## src/rtl/pte_perm_pkg.sv

```systemverilog
package pte_perm_pkg;

  localparam int ATTR_W = 8;
  localparam int CAUSE_W = 3;
  localparam int EXC_W = 5;

  localparam int B_V = 0;
  localparam int B_R = 1;
  localparam int B_W = 2;
  localparam int B_X = 3;
  localparam int B_U = 4;
  localparam int B_G = 5;
  localparam int B_A = 6;
  localparam int B_D = 7;

  typedef enum logic [1:0] {
    ACC_READ  = 2'd0,
    ACC_WRITE = 2'd1,
    ACC_RMW   = 2'd2,
    ACC_EXEC  = 2'd3
  } acc_e;

  typedef enum logic [1:0] {
    LVL_USER  = 2'd0,
    LVL_SUPER = 2'd1,
    LVL_RSVD  = 2'd2,
    LVL_MACH  = 2'd3
  } lvl_e;

  typedef enum logic [CAUSE_W-1:0] {
    CZ_MEM      = 3'd0,
    CZ_BADPTE   = 3'd1,
    CZ_DENIED   = 3'd2,
    CZ_MISALIGN = 3'd3,
    CZ_NOUPD    = 3'd4
  } cause_e;

  localparam logic [EXC_W-1:0] EXC_NONE     = 5'd0;
  localparam logic [EXC_W-1:0] EXC_FETCH_AF = 5'd1;
  localparam logic [EXC_W-1:0] EXC_LOAD_AF  = 5'd5;
  localparam logic [EXC_W-1:0] EXC_STORE_AF = 5'd7;
  localparam logic [EXC_W-1:0] EXC_FETCH_PF = 5'd12;
  localparam logic [EXC_W-1:0] EXC_LOAD_PF  = 5'd13;
  localparam logic [EXC_W-1:0] EXC_STORE_PF = 5'd15;

  function automatic logic f_malformed(input logic [ATTR_W-1:0] a);
    return !a[B_V] || (a[B_W] && !a[B_R]);
  endfunction

  function automatic logic f_no_leaf_perm(input logic [ATTR_W-1:0] a);
    return !(a[B_R] || a[B_W] || a[B_X]);
  endfunction

  function automatic logic f_store_kind(input acc_e k);
    return (k == ACC_WRITE) || (k == ACC_RMW);
  endfunction

  function automatic logic f_readable(input logic [ATTR_W-1:0] a, input logic mx);
    return a[B_R] || (a[B_X] && mx);
  endfunction

  // Per-access R/W/X condition, before any U-bit test.
  function automatic logic f_kind_ok(input logic [ATTR_W-1:0] a, input acc_e k,
                                     input logic mx);
    unique case (k)
      ACC_READ:  return f_readable(a, mx);
      ACC_WRITE: return a[B_W];
      ACC_RMW:   return a[B_W] && f_readable(a, mx);
      default:   return a[B_X];
    endcase
  endfunction

  function automatic logic f_user_bit_ok(input logic [ATTR_W-1:0] a, input acc_e k,
                                         input lvl_e l, input logic su);
    if (l == LVL_USER) return a[B_U];
    if (k == ACC_EXEC) return !a[B_U];
    return !a[B_U] || su;
  endfunction

  function automatic logic [ATTR_W-1:0] f_rewrite(input logic [ATTR_W-1:0] a,
                                                  input acc_e k);
    logic [ATTR_W-1:0] r;
    r = a;
    r[B_A] = 1'b1;
    if (f_store_kind(k)) r[B_D] = 1'b1;
    return r;
  endfunction

  function automatic logic [EXC_W-1:0] f_exc(input acc_e k, input logic [CAUSE_W-1:0] c);
    logic acc_fault;
    acc_fault = (c == CZ_MEM);
    unique case (k)
      ACC_EXEC: return acc_fault ? EXC_FETCH_AF : EXC_FETCH_PF;
      ACC_READ: return acc_fault ? EXC_LOAD_AF  : EXC_LOAD_PF;
      default:  return acc_fault ? EXC_STORE_AF : EXC_STORE_PF;
    endcase
  endfunction

endpackage

```

## src/rtl/pte_classify.sv

```systemverilog
module pte_classify
  import pte_perm_pkg::*;
(
  input  logic [ATTR_W-1:0] attr,
  output logic              cls_pointer,
  output logic              cls_malformed,
  output logic              cls_leaf
);
  always_comb begin
    cls_malformed = f_malformed(attr);
    cls_pointer   = !cls_malformed && f_no_leaf_perm(attr);
    cls_leaf      = !cls_malformed && !cls_pointer;
  end
endmodule

```

## src/rtl/pte_rules.sv

```systemverilog
module pte_rules
  import pte_perm_pkg::*;
(
  input  logic [ATTR_W-1:0] attr,
  input  acc_e              kind,
  input  lvl_e              lvl,
  input  logic              mx,
  input  logic              su,
  input  logic              leaf,
  input  logic              ext_err,
  output logic              lvl_bad,
  output logic              allow,
  output logic              upd_need,
  output logic [ATTR_W-1:0] attr_next
);
  logic rule_ok;
  logic ad_stale;

  always_comb begin
    lvl_bad  = (lvl == LVL_MACH) || (lvl == LVL_RSVD);
    rule_ok  = f_kind_ok(attr, kind, mx) && f_user_bit_ok(attr, kind, lvl, su);
    allow    = leaf && !lvl_bad && !ext_err && rule_ok;
    ad_stale = !attr[B_A] || (f_store_kind(kind) && !attr[B_D]);
    upd_need = allow && ad_stale;
    attr_next = upd_need ? f_rewrite(attr, kind) : attr;
  end
endmodule

```

## src/rtl/pte_fault_map.sv

```systemverilog
module pte_fault_map
  import pte_perm_pkg::*;
(
  input  logic               ext_err,
  input  logic [CAUSE_W-1:0] ext_code,
  input  logic               malformed,
  input  logic               leaf,
  input  logic               allow,
  input  logic               lvl_bad,
  input  acc_e               kind,
  output logic               flt,
  output logic [CAUSE_W-1:0] cause,
  output logic [EXC_W-1:0]   exc
);
  always_comb begin
    flt   = 1'b0;
    cause = '0;
    if (ext_err) begin
      flt   = 1'b1;
      cause = ext_code;
    end else if (!lvl_bad && malformed) begin
      flt   = 1'b1;
      cause = CZ_BADPTE;
    end else if (!lvl_bad && leaf && !allow) begin
      flt   = 1'b1;
      cause = CZ_DENIED;
    end
    exc = flt ? f_exc(kind, cause) : EXC_NONE;
  end
endmodule

```

## src/rtl/pte_perm_unit.sv

```systemverilog
module pte_perm_unit
  import pte_perm_pkg::*;
(
  input  logic               clk,
  input  logic               rst_n,
  input  logic               in_valid,
  output logic               in_ready,
  input  logic [ATTR_W-1:0]  pte_attr,
  input  logic [1:0]         acc_type,
  input  logic [1:0]         priv,
  input  logic               mxr,
  input  logic               sum,
  input  logic               walk_err_valid,
  input  logic [CAUSE_W-1:0] walk_err_code,
  output logic               out_valid,
  input  logic               out_ready,
  output logic               is_pointer,
  output logic               is_malformed,
  output logic               is_leaf,
  output logic               permit,
  output logic               update_valid,
  output logic [ATTR_W-1:0]  pte_new,
  output logic               internal_error,
  output logic               fault,
  output logic [CAUSE_W-1:0] err_cause,
  output logic [EXC_W-1:0]   exc_code
);
  acc_e kind;
  lvl_e lvl;
  assign kind = acc_e'(acc_type);
  assign lvl  = lvl_e'(priv);

  logic c_pointer, c_malformed, c_leaf;
  logic c_lvl_bad, c_allow, c_upd;
  logic [ATTR_W-1:0] c_attr_next;
  logic c_flt;
  logic [CAUSE_W-1:0] c_cause;
  logic [EXC_W-1:0] c_exc;
  logic accept;

  pte_classify u_cls (
    .attr(pte_attr), .cls_pointer(c_pointer),
    .cls_malformed(c_malformed), .cls_leaf(c_leaf)
  );

  pte_rules u_rules (
    .attr(pte_attr), .kind(kind), .lvl(lvl), .mx(mxr), .su(sum),
    .leaf(c_leaf), .ext_err(walk_err_valid), .lvl_bad(c_lvl_bad),
    .allow(c_allow), .upd_need(c_upd), .attr_next(c_attr_next)
  );

  pte_fault_map u_flt (
    .ext_err(walk_err_valid), .ext_code(walk_err_code),
    .malformed(c_malformed), .leaf(c_leaf), .allow(c_allow),
    .lvl_bad(c_lvl_bad), .kind(kind), .flt(c_flt),
    .cause(c_cause), .exc(c_exc)
  );

  assign in_ready = !out_valid || out_ready;
  assign accept   = in_valid && in_ready;

  always_ff @(posedge clk or negedge rst_n) begin
    if (!rst_n) begin
      out_valid      <= 1'b0;
      is_pointer     <= 1'b0;
      is_malformed   <= 1'b0;
      is_leaf        <= 1'b0;
      permit         <= 1'b0;
      update_valid   <= 1'b0;
      pte_new        <= '0;
      internal_error <= 1'b0;
      fault          <= 1'b0;
      err_cause      <= '0;
      exc_code       <= '0;
    end else if (accept) begin
      out_valid      <= 1'b1;
      is_pointer     <= c_pointer;
      is_malformed   <= c_malformed;
      is_leaf        <= c_leaf;
      permit         <= c_allow;
      update_valid   <= c_upd;
      pte_new        <= c_attr_next;
      internal_error <= c_lvl_bad;
      fault          <= c_flt;
      err_cause      <= c_cause;
      exc_code       <= c_exc;
    end else if (out_ready) begin
      out_valid      <= 1'b0;
    end
  end
endmodule

```

## config.mk

```make
export PLATFORM = sky130hd
export DESIGN_NAME = pte_perm_unit
export DESIGN_NICKNAME = d
export VERILOG_FILES = /design/src/rtl/pte_perm_pkg.sv /design/src/rtl/pte_classify.sv /design/src/rtl/pte_rules.sv /design/src/rtl/pte_fault_map.sv /design/src/rtl/pte_perm_unit.sv
export SDC_FILE = /design/constraint.sdc
export NUM_CORES = 1
export LEC_CHECK = 0
export ABC_AREA = 1
export ABC_CLOCK_PERIOD_IN_PS = 1600
export CAP_MARGIN = 20
export CORE_ASPECT_RATIO = 1.5
export CORE_MARGIN = 2
export CORE_UTILIZATION = 41
export CTS_BUF_LIST = sky130_fd_sc_hd__clkbuf_16
export DETAILED_ROUTE_END_ITERATION = 7
export PLACE_DENSITY_LB_ADDON = 0.05
export RECOVER_POWER = 25
export SLEW_MARGIN = 20
export SYNTH_ARGS = -nofsm -noshare
export SYNTH_HDL_FRONTEND = slang
export SYNTH_SLANG_ARGS = --single-unit
```

## constraint.sdc

```tcl
create_clock -name clk -period 1.6 [get_ports clk]
set_clock_uncertainty 0.1 [all_clocks]
set_input_delay 0.32 -clock clk [delete_from_list [all_inputs] [get_ports clk]]
set_output_delay 0.32 -clock clk [all_outputs]
set_load 0.02 [all_outputs]
```

==> flow_summary_export.csv, run 1 <==
group,metric,value,unit
status,status,"complete, no violations",
synth,yosysUniqueCellTypes,22,
clocking,cts_made_buffers,3,
critical_path,reg2regPathDepth,9,
min_path,min_to,"pte_new[4]",
drt,drt-pass1-iter-count,4,
critical_path,regToRegStartpoint,"out_valid",
placement,gp_congestion,0.805,
finish,regMostFlops,"pte_new",
drt,wl_per_cell,11.3,um
synth,synth_edf_count,0,
power_and_ir_drop,leakage,1.11,nW
die,start_util,41.8,%
clocking,cts.sinks,23,
power_and_ir_drop,p_total,0.00176,W
timing,setup-violations-final,0,
global_route,grt_pass1_vias,1225,
synth,yosysSeqAreaShare,48.2,%
synth,synthFlopType,"dfrtp_1",
synth,async_flop_share,100,%
critical_path,setup.worst_path.class,"in -> reg",
placement,numPortBuffers,45,
critical_path,worstSetupStartpointType,"primary input",
drt,wirelength,2.97,mm
timing,fmax,652,MHz
critical_path,reg2reg_setup_slack,300,ps
global_route,gr-total-overflow,0,
timing,max_slew_margin,61.9,%
timing,tightest_slew,572,ps
finish,area_delta_synth_final,64.9,%
die,rows,24,
clocking,worstSkewPairLatency,250,ps
critical_path,cp_max_fo,3,
synth,synth_nets,182,
finish,nNetsFinal,251,
synth,synthCells,156,
power_and_ir_drop,ir_worst_vdd,571,uV
drt,vias,1206,
placement,dp_hpwl,2.24,mm
clocking,cts_hold_buf,0,
die,die_h,70.1,um
critical_path,critPathArrivalTime,1570,ps
finish,reg_top3,"pte_new x8, exc_code x4, err_cause x3",
synth,synth_top_area_cell,"dfrtp_1",
clocking,cts.clk_slew.worst_paths,60,ps
die,io_pins,47,
power_and_ir_drop,pwr_density_cell,896,nW/um^2
finish,n_antenna_cell,0,
synth,ys_ff_latch,23,
min_path,holdCritStartpoint,"pte_attr[4]",
placement,placed_area,1830,sq um
min_path,hold_class,"in -> reg",
timing,period_needed,1530,ps
drt,drt_drc_violations_left,0,
clocking,root_buffer,"clkbuf_16",
synth,syn_area,1190,sq um
drt,dr.first_iter.drc_count,11,
finish,drive_above_1_share,27.7,%
synth,syn_area_per_cell,7.65,sq um
clocking,cts_tree,"done",
timing,final-hold-violation-count,0,
drt,via_per_inst,4.59,
critical_path,endpoint_kind,"flop",
synth,synth_top_cells_by_area,"dfrtp_1, nand2_1, inv_1, o21ai_0, ha_1",
clocking,cts_buffer_depth,2,
synth,yosysWarnings,0,
die,die_w,48.1,um
timing,fin_crit_sh,95.8,%
synth,yosys-top-cells-count,"nand2_1, dfrtp_1, inv_1",
min_path,holdPathStages,3,
finish,design_area,1970,sq um
synth,yosysMostFrequentCell,"nand2_1",
finish,largest_reg_flops,8,
global_route,grt_usage,19.0,%
global_route,grt_max_degree,24,
drt,postRouteAntennaNets,0,
global_route,antenna_found_initial,0,
clocking,htreeDepth,1,
critical_path,r2r-end,"exc_code[2]",
flow_run,maxCapViolCount,0,
die,die_area,3370,sq um
synth,synth_top_area_share,48.2,%
timing,finalMaxSlewViolations,0,
global_route,grt_pass1_wl,4.86,mm
die,core_area,2850,sq um
critical_path,cp_data_required_time,1640,ps
finish,fillers,264,
==> placed cells by master, fill, tap and decap left out, drive strengths merged <==
master | Yosys | final
dlygate4sd3 | 0 | 1
clkdlybuf4s50 | 0 | 11
conb | 1 | 1
nor3 | 1 | 1
inv | 24 | 25
o211ai | 1 | 1
o21bai | 1 | 1
nor2 | 10 | 10
a21oi | 3 | 3
o21ai | 13 | 13
nand2 | 58 | 58
clkbuf | 3 | 6
a31oi | 1 | 1
dfrtp | 23 | 23
buf | 2 | 24
dlygate4sd2 | 0 | 27
nand3 | 10 | 10
ha | 4 | 4
dlymetal6s2s | 0 | 3
a21boi | 1 | 1
==> per-stage QoR <==
stage / worst slack, ps / util [%] / instances / TNS, ps / hold WS [ps]
floorplan: 136 / - / 156 / 0 / -75.6
global placement: -465 / 64.3 / 257 / -4330 / 361
detailed placement: -503 / 64.3 / 257 / -5030 / 366
CTS: 8.64 / 66.7 / 261 / 0 / 332
global route: -15.2 / 69.0 / 263 / -28.8 / 360
finish: 66.7 / 69.0 / 263 / 0 / 336
==> worst max-delay path, stage by stage <==
cell	delay, ps
clkdlybuf4s50_1	460
nand2_1	60
nand3_2	100
nand3_4	80
o21bai_1	150
nand2_1	110
nand2_2	120
nor2_4	50
nand2_2	70
nand2_1	50
==> per-layer routing <==
metal  track usage [%]  routed length [um]  vias up
met5                 0                   0        -
met4              6.91                  44        0
met3              2.33                  92        6
met2              32.9                1630       29
met1              22.3                1200      556
li1                  -                   -      615
==> logic make-up (layout without fill, tap and decap cells) <==
family                   after synthesis  count (layout)  share of synthesized area, %
AO/OA/AOI/OAI                         20              20                          9.85
buffers and inverters                 29              97                          9.54
other                                  1               1                         0.314
AND/OR/NAND/NOR                       79              79                          27.9
flip-flops                            23              23                          48.2
adder cells (fa/ha/maj)                4               4                          4.19
==> what timing repair did <==
action	4_1_cts	5_1_grt
gates cloned	0	0
resized for setup	38	29
pin swaps	8	8
buffers inserted	0	2
endpoints found under the hold margin	0	0
setup endpoints to repair	35	9
==> report_power, final <==
group	switching (W)	internal, W	total, W	leakage [nW]
sequential	0.0000385	0.000660	0.000698	0.285
combinational	0.000308	0.000234	0.000542	0.781
clock	0.000190	0.000333	0.000523	0.0423
total	0.000537	0.00123	0.00176	1.11
==> worst max path at each step <==
stage	from	slack, ps	to	cells past startpoint
after floorplan	out_valid	140	pte_new[7]	6
after global placement	acc_type[0]	-470	pte_new[7]	10
after detailed placement	acc_type[1]	-500	exc_code[2]	12
after CTS	priv[1]	9	exc_code[2]	11
after global routing	sum	-20	exc_code[2]	10
final	sum	70	exc_code[2]	10
==> layout make-up <==
class                           count  area, sq um  share of cell area (%)
Clock inverter                      1         3.75                   0.191
Inverter                           24         90.1                    4.58
Clock buffer                        3         75.1                    3.81
Timing Repair Buffer               69          591                    30.0
Sequential cell                    23          576                    29.2
Tap cell                           39         48.8                    2.48
Multi-Input combinational cell    104          584                    29.7
Note: power is estimated with default switching activity, not from simulation.
==> run 2, diff against run 1 <==
--- a/config.mk
+++ b/config.mk
@@ -7,7 +7,6 @@
 export LEC_CHECK = 0
 export ABC_AREA = 1
 export ABC_CLOCK_PERIOD_IN_PS = 1600
-export CAP_MARGIN = 20
 export CORE_ASPECT_RATIO = 1.5
 export CORE_MARGIN = 2
 export CORE_UTILIZATION = 41
==> results of run 2 <==
No change in the layout: final DEF, timing and power equal those of run 1.
==> run 3, diff against run 2 <==
--- a/config.mk
+++ b/config.mk
@@ -7,7 +7,6 @@
 export LEC_CHECK = 0
 export ABC_AREA = 1
 export ABC_CLOCK_PERIOD_IN_PS = 1600
-export CORE_ASPECT_RATIO = 1.5
 export CORE_MARGIN = 2
 export CORE_UTILIZATION = 41
 export CTS_BUF_LIST = sky130_fd_sc_hd__clkbuf_16
==> flow_summary_export.csv, run 3 (synthesis gave the netlist of run 1 again) <==
group,metric,value,unit
timing,finalMaxSlewViolations,0,
drt,vias,1242,
finish,postLayoutCoreUtil,71.1,%
die,die_area,3360,sq um
die,io_pins,47,
status,status,"complete, no violations",
drt,dr.first_iter.drc_count,31,
clocking,htreeDepth,1,
critical_path,path_cells,"clkdlybuf4s50_1, inv_1, nand2_2, clkdlybuf4s15_2",
finish,final_common_cell,"nand2_1",
die,core_area,2760,sq um
global_route,gr-total-overflow,0,
finish,area_delta_synth_final,64.4,%
placement,preCtsSetupSlack,-503,ps
min_path,holdCritStartpoint,"priv[1]",
critical_path,regToRegStartpoint,"out_valid",
finish,layout.cells.non_filler,256,
power_and_ir_drop,ir_worst_vdd,827,uV
finish,n_antenna_cell,0,
finish,nNetsFinal,252,
timing,fin_crit_sh,96.8,%
min_path,holdPathStages,3,
die,die_h,58.0,um
critical_path,path_delay_family,"buffers and inverters",
clocking,cts.clk_slew.worst_paths,60,ps
min_path,min_to,"internal_error",
critical_path,r2r-end,"exc_code[2]",
power_and_ir_drop,p_sw_share,31.3,%
power_and_ir_drop,leakage,1.11,nW
placement,gp_congestion,0.864,
placement,dp_cells,248,
power_and_ir_drop,pwr_density_cell,918,nW/um^2
clocking,cts_made_buffers,3,
global_route,grt_pass1_wl,5.26,mm
clocking,cts_buffer_depth,2,
clocking,root_buffer,"clkbuf_16",
timing,max_slew_margin,61.8,%
drt,drt_drc_violations_left,0,
critical_path,critPathArrivalTime,1130,ps
min_path,hold_class,"in -> reg",
die,die_w,58.0,um
timing,final-hold-violation-count,0,
power_and_ir_drop,p_clk_share,30.7,%
critical_path,critPathBufInv,3,
clocking,cts_tree,"done",
finish,reg_top3,"pte_new x8, exc_code x4, err_cause x3",
power_and_ir_drop,switchingPower,0.000564,W
global_route,grt_usage,20.3,%
timing,tightest_slew,573,ps
critical_path,cp_max_fo,2,
die,rows,19,
timing,setup-violations-final,0,
drt,via_per_inst,4.85,
finish,regMostFlops,"pte_new",
critical_path,reg2regPathDepth,9,
finish,drive_above_1_share,26.7,%
global_route,grt_max_degree,24,
critical_path,cp_data_required_time,1180,ps
critical_path,endpoint_kind,"output pin",
flow_run,maxCapViolCount,0,
drt,postRouteAntennaNets,0,
power_and_ir_drop,seq_power_share,38.7,%
die,start_util,43.3,%
power_and_ir_drop,p_int,0.00124,W
drt,wl_per_cell,12.4,um
critical_path,setup.worst_path.class,"in -> out",
drt,wirelength,3.17,mm
timing,period_needed,1550,ps
global_route,antenna_found_initial,0,
finish,layout_common_cells,"nand2_1, dlygate4sd2_1, dfrtp_1, buf_4, inv_1",
placement,numPortBuffers,45,
timing,setup_ws,51.9,ps
timing,fmax,646,MHz
critical_path,critPathSlowestCell,"clkdlybuf4s50_1",
clocking,worstSkewPairLatency,250,ps
drt,drt-pass1-iter-count,6,
critical_path,reg2reg_setup_slack,290,ps
critical_path,slowest_delay,460,ps
placement,dp_hpwl,2.23,mm
power_and_ir_drop,combPwrFrac,30.6,%
global_route,grt_pass1_vias,1199,
finish,largest_reg_flops,8,
critical_path,worstSetupStartpointType,"primary input",
clocking,cts.sinks,23,
==> run 3: cell types whose count changed in the layout (fill, tap and decap cells not counted), moves of 2 or more <==
cell     change
nand2_1      +3
nand2_2      -3
inv_2        -2
o21ai_1      -2
o21ai_2      +2
==> run 3: power by group through the flow <==
stage | combinational [W] | sequential (W) | clock (W)
2_1_floorplan | 0.000164 | 0.000807 | 0
5_1_grt | 0.000608 | 0.000705 | 0.000589
4_1_cts | 0.000538 | 0.000697 | 0.000559
6_report | 0.000552 | 0.000697 | 0.000553
3_3_place_gp | 0.000572 | 0.000707 | 0
3_5_place_dp | 0.000578 | 0.000711 | 0
==> run 3: metal layers <==
metal,part of all wire (%),track usage (%)
met1,43,25.0
met4,2.1,8.97
met2,50,34.6
met3,5.4,3.79
met5,0,0
==> run 3: stage by stage <==
step / setup TNS, ps / hold slack [ps] / instance area (sq um) / power, W
CTS: -19.1 / 330 / 1920 / 0.00179
floorplan: 0 / -75.6 / 1190 / 0.000971
finish: 0 / 337 / 1960 / 0.00180
detailed placement: -4960 / 365 / 1830 / 0.00129
global route: -9.35 / 372 / 1960 / 0.00190
global placement: -4310 / 361 / 1830 / 0.00128
==> run 3: worst register-to-register path, cell delays in order (launching register included) <==
cell,delay [ps]
dfrtp_1,380
nand2_2,70
buf_4,110
nand2_2,60
inv_2,80
buf_12,120
nand2_2,80
nor2_4,130
nand2_2,60
nand2_1,60
==> run 3: how the worst max path moves through the flow <==
| stage | startpoint | to | slack [ps] | cells past startpoint |
|---|---|---|---|---|
| detailed placement | acc_type[0] | exc_code[2] | -500 | 12 |
| CTS | acc_type[0] | exc_code[2] | -10 | 12 |
| floorplan | out_valid | pte_new[7] | 140 | 6 |
| global route | mxr | exc_code[2] | -6 | 10 |
| finish | out_ready | in_ready | 50 | 4 |
| global placement | acc_type[0] | exc_code[2] | -470 | 12 |
==> run 3: cell type report <==
cell class | count | area, sq um
inverters | 24 | 90.1
repair buffers | 70 | 611
flip-flops and latches | 23 | 576
clock inverters | 1 | 5.00
multi-input cells | 104 | 567
well taps | 31 | 38.8
clock buffers | 3 | 75.1
fillers | 227 | 796
==> run 3: repair_timing <==
action,in CTS,in global routing
buffers inserted,2,2
pin swaps,10,9
gates resized for setup,41,17
endpoints found under the setup margin,34,10
hold buffers,0,0
endpoints found under the hold margin,0,0
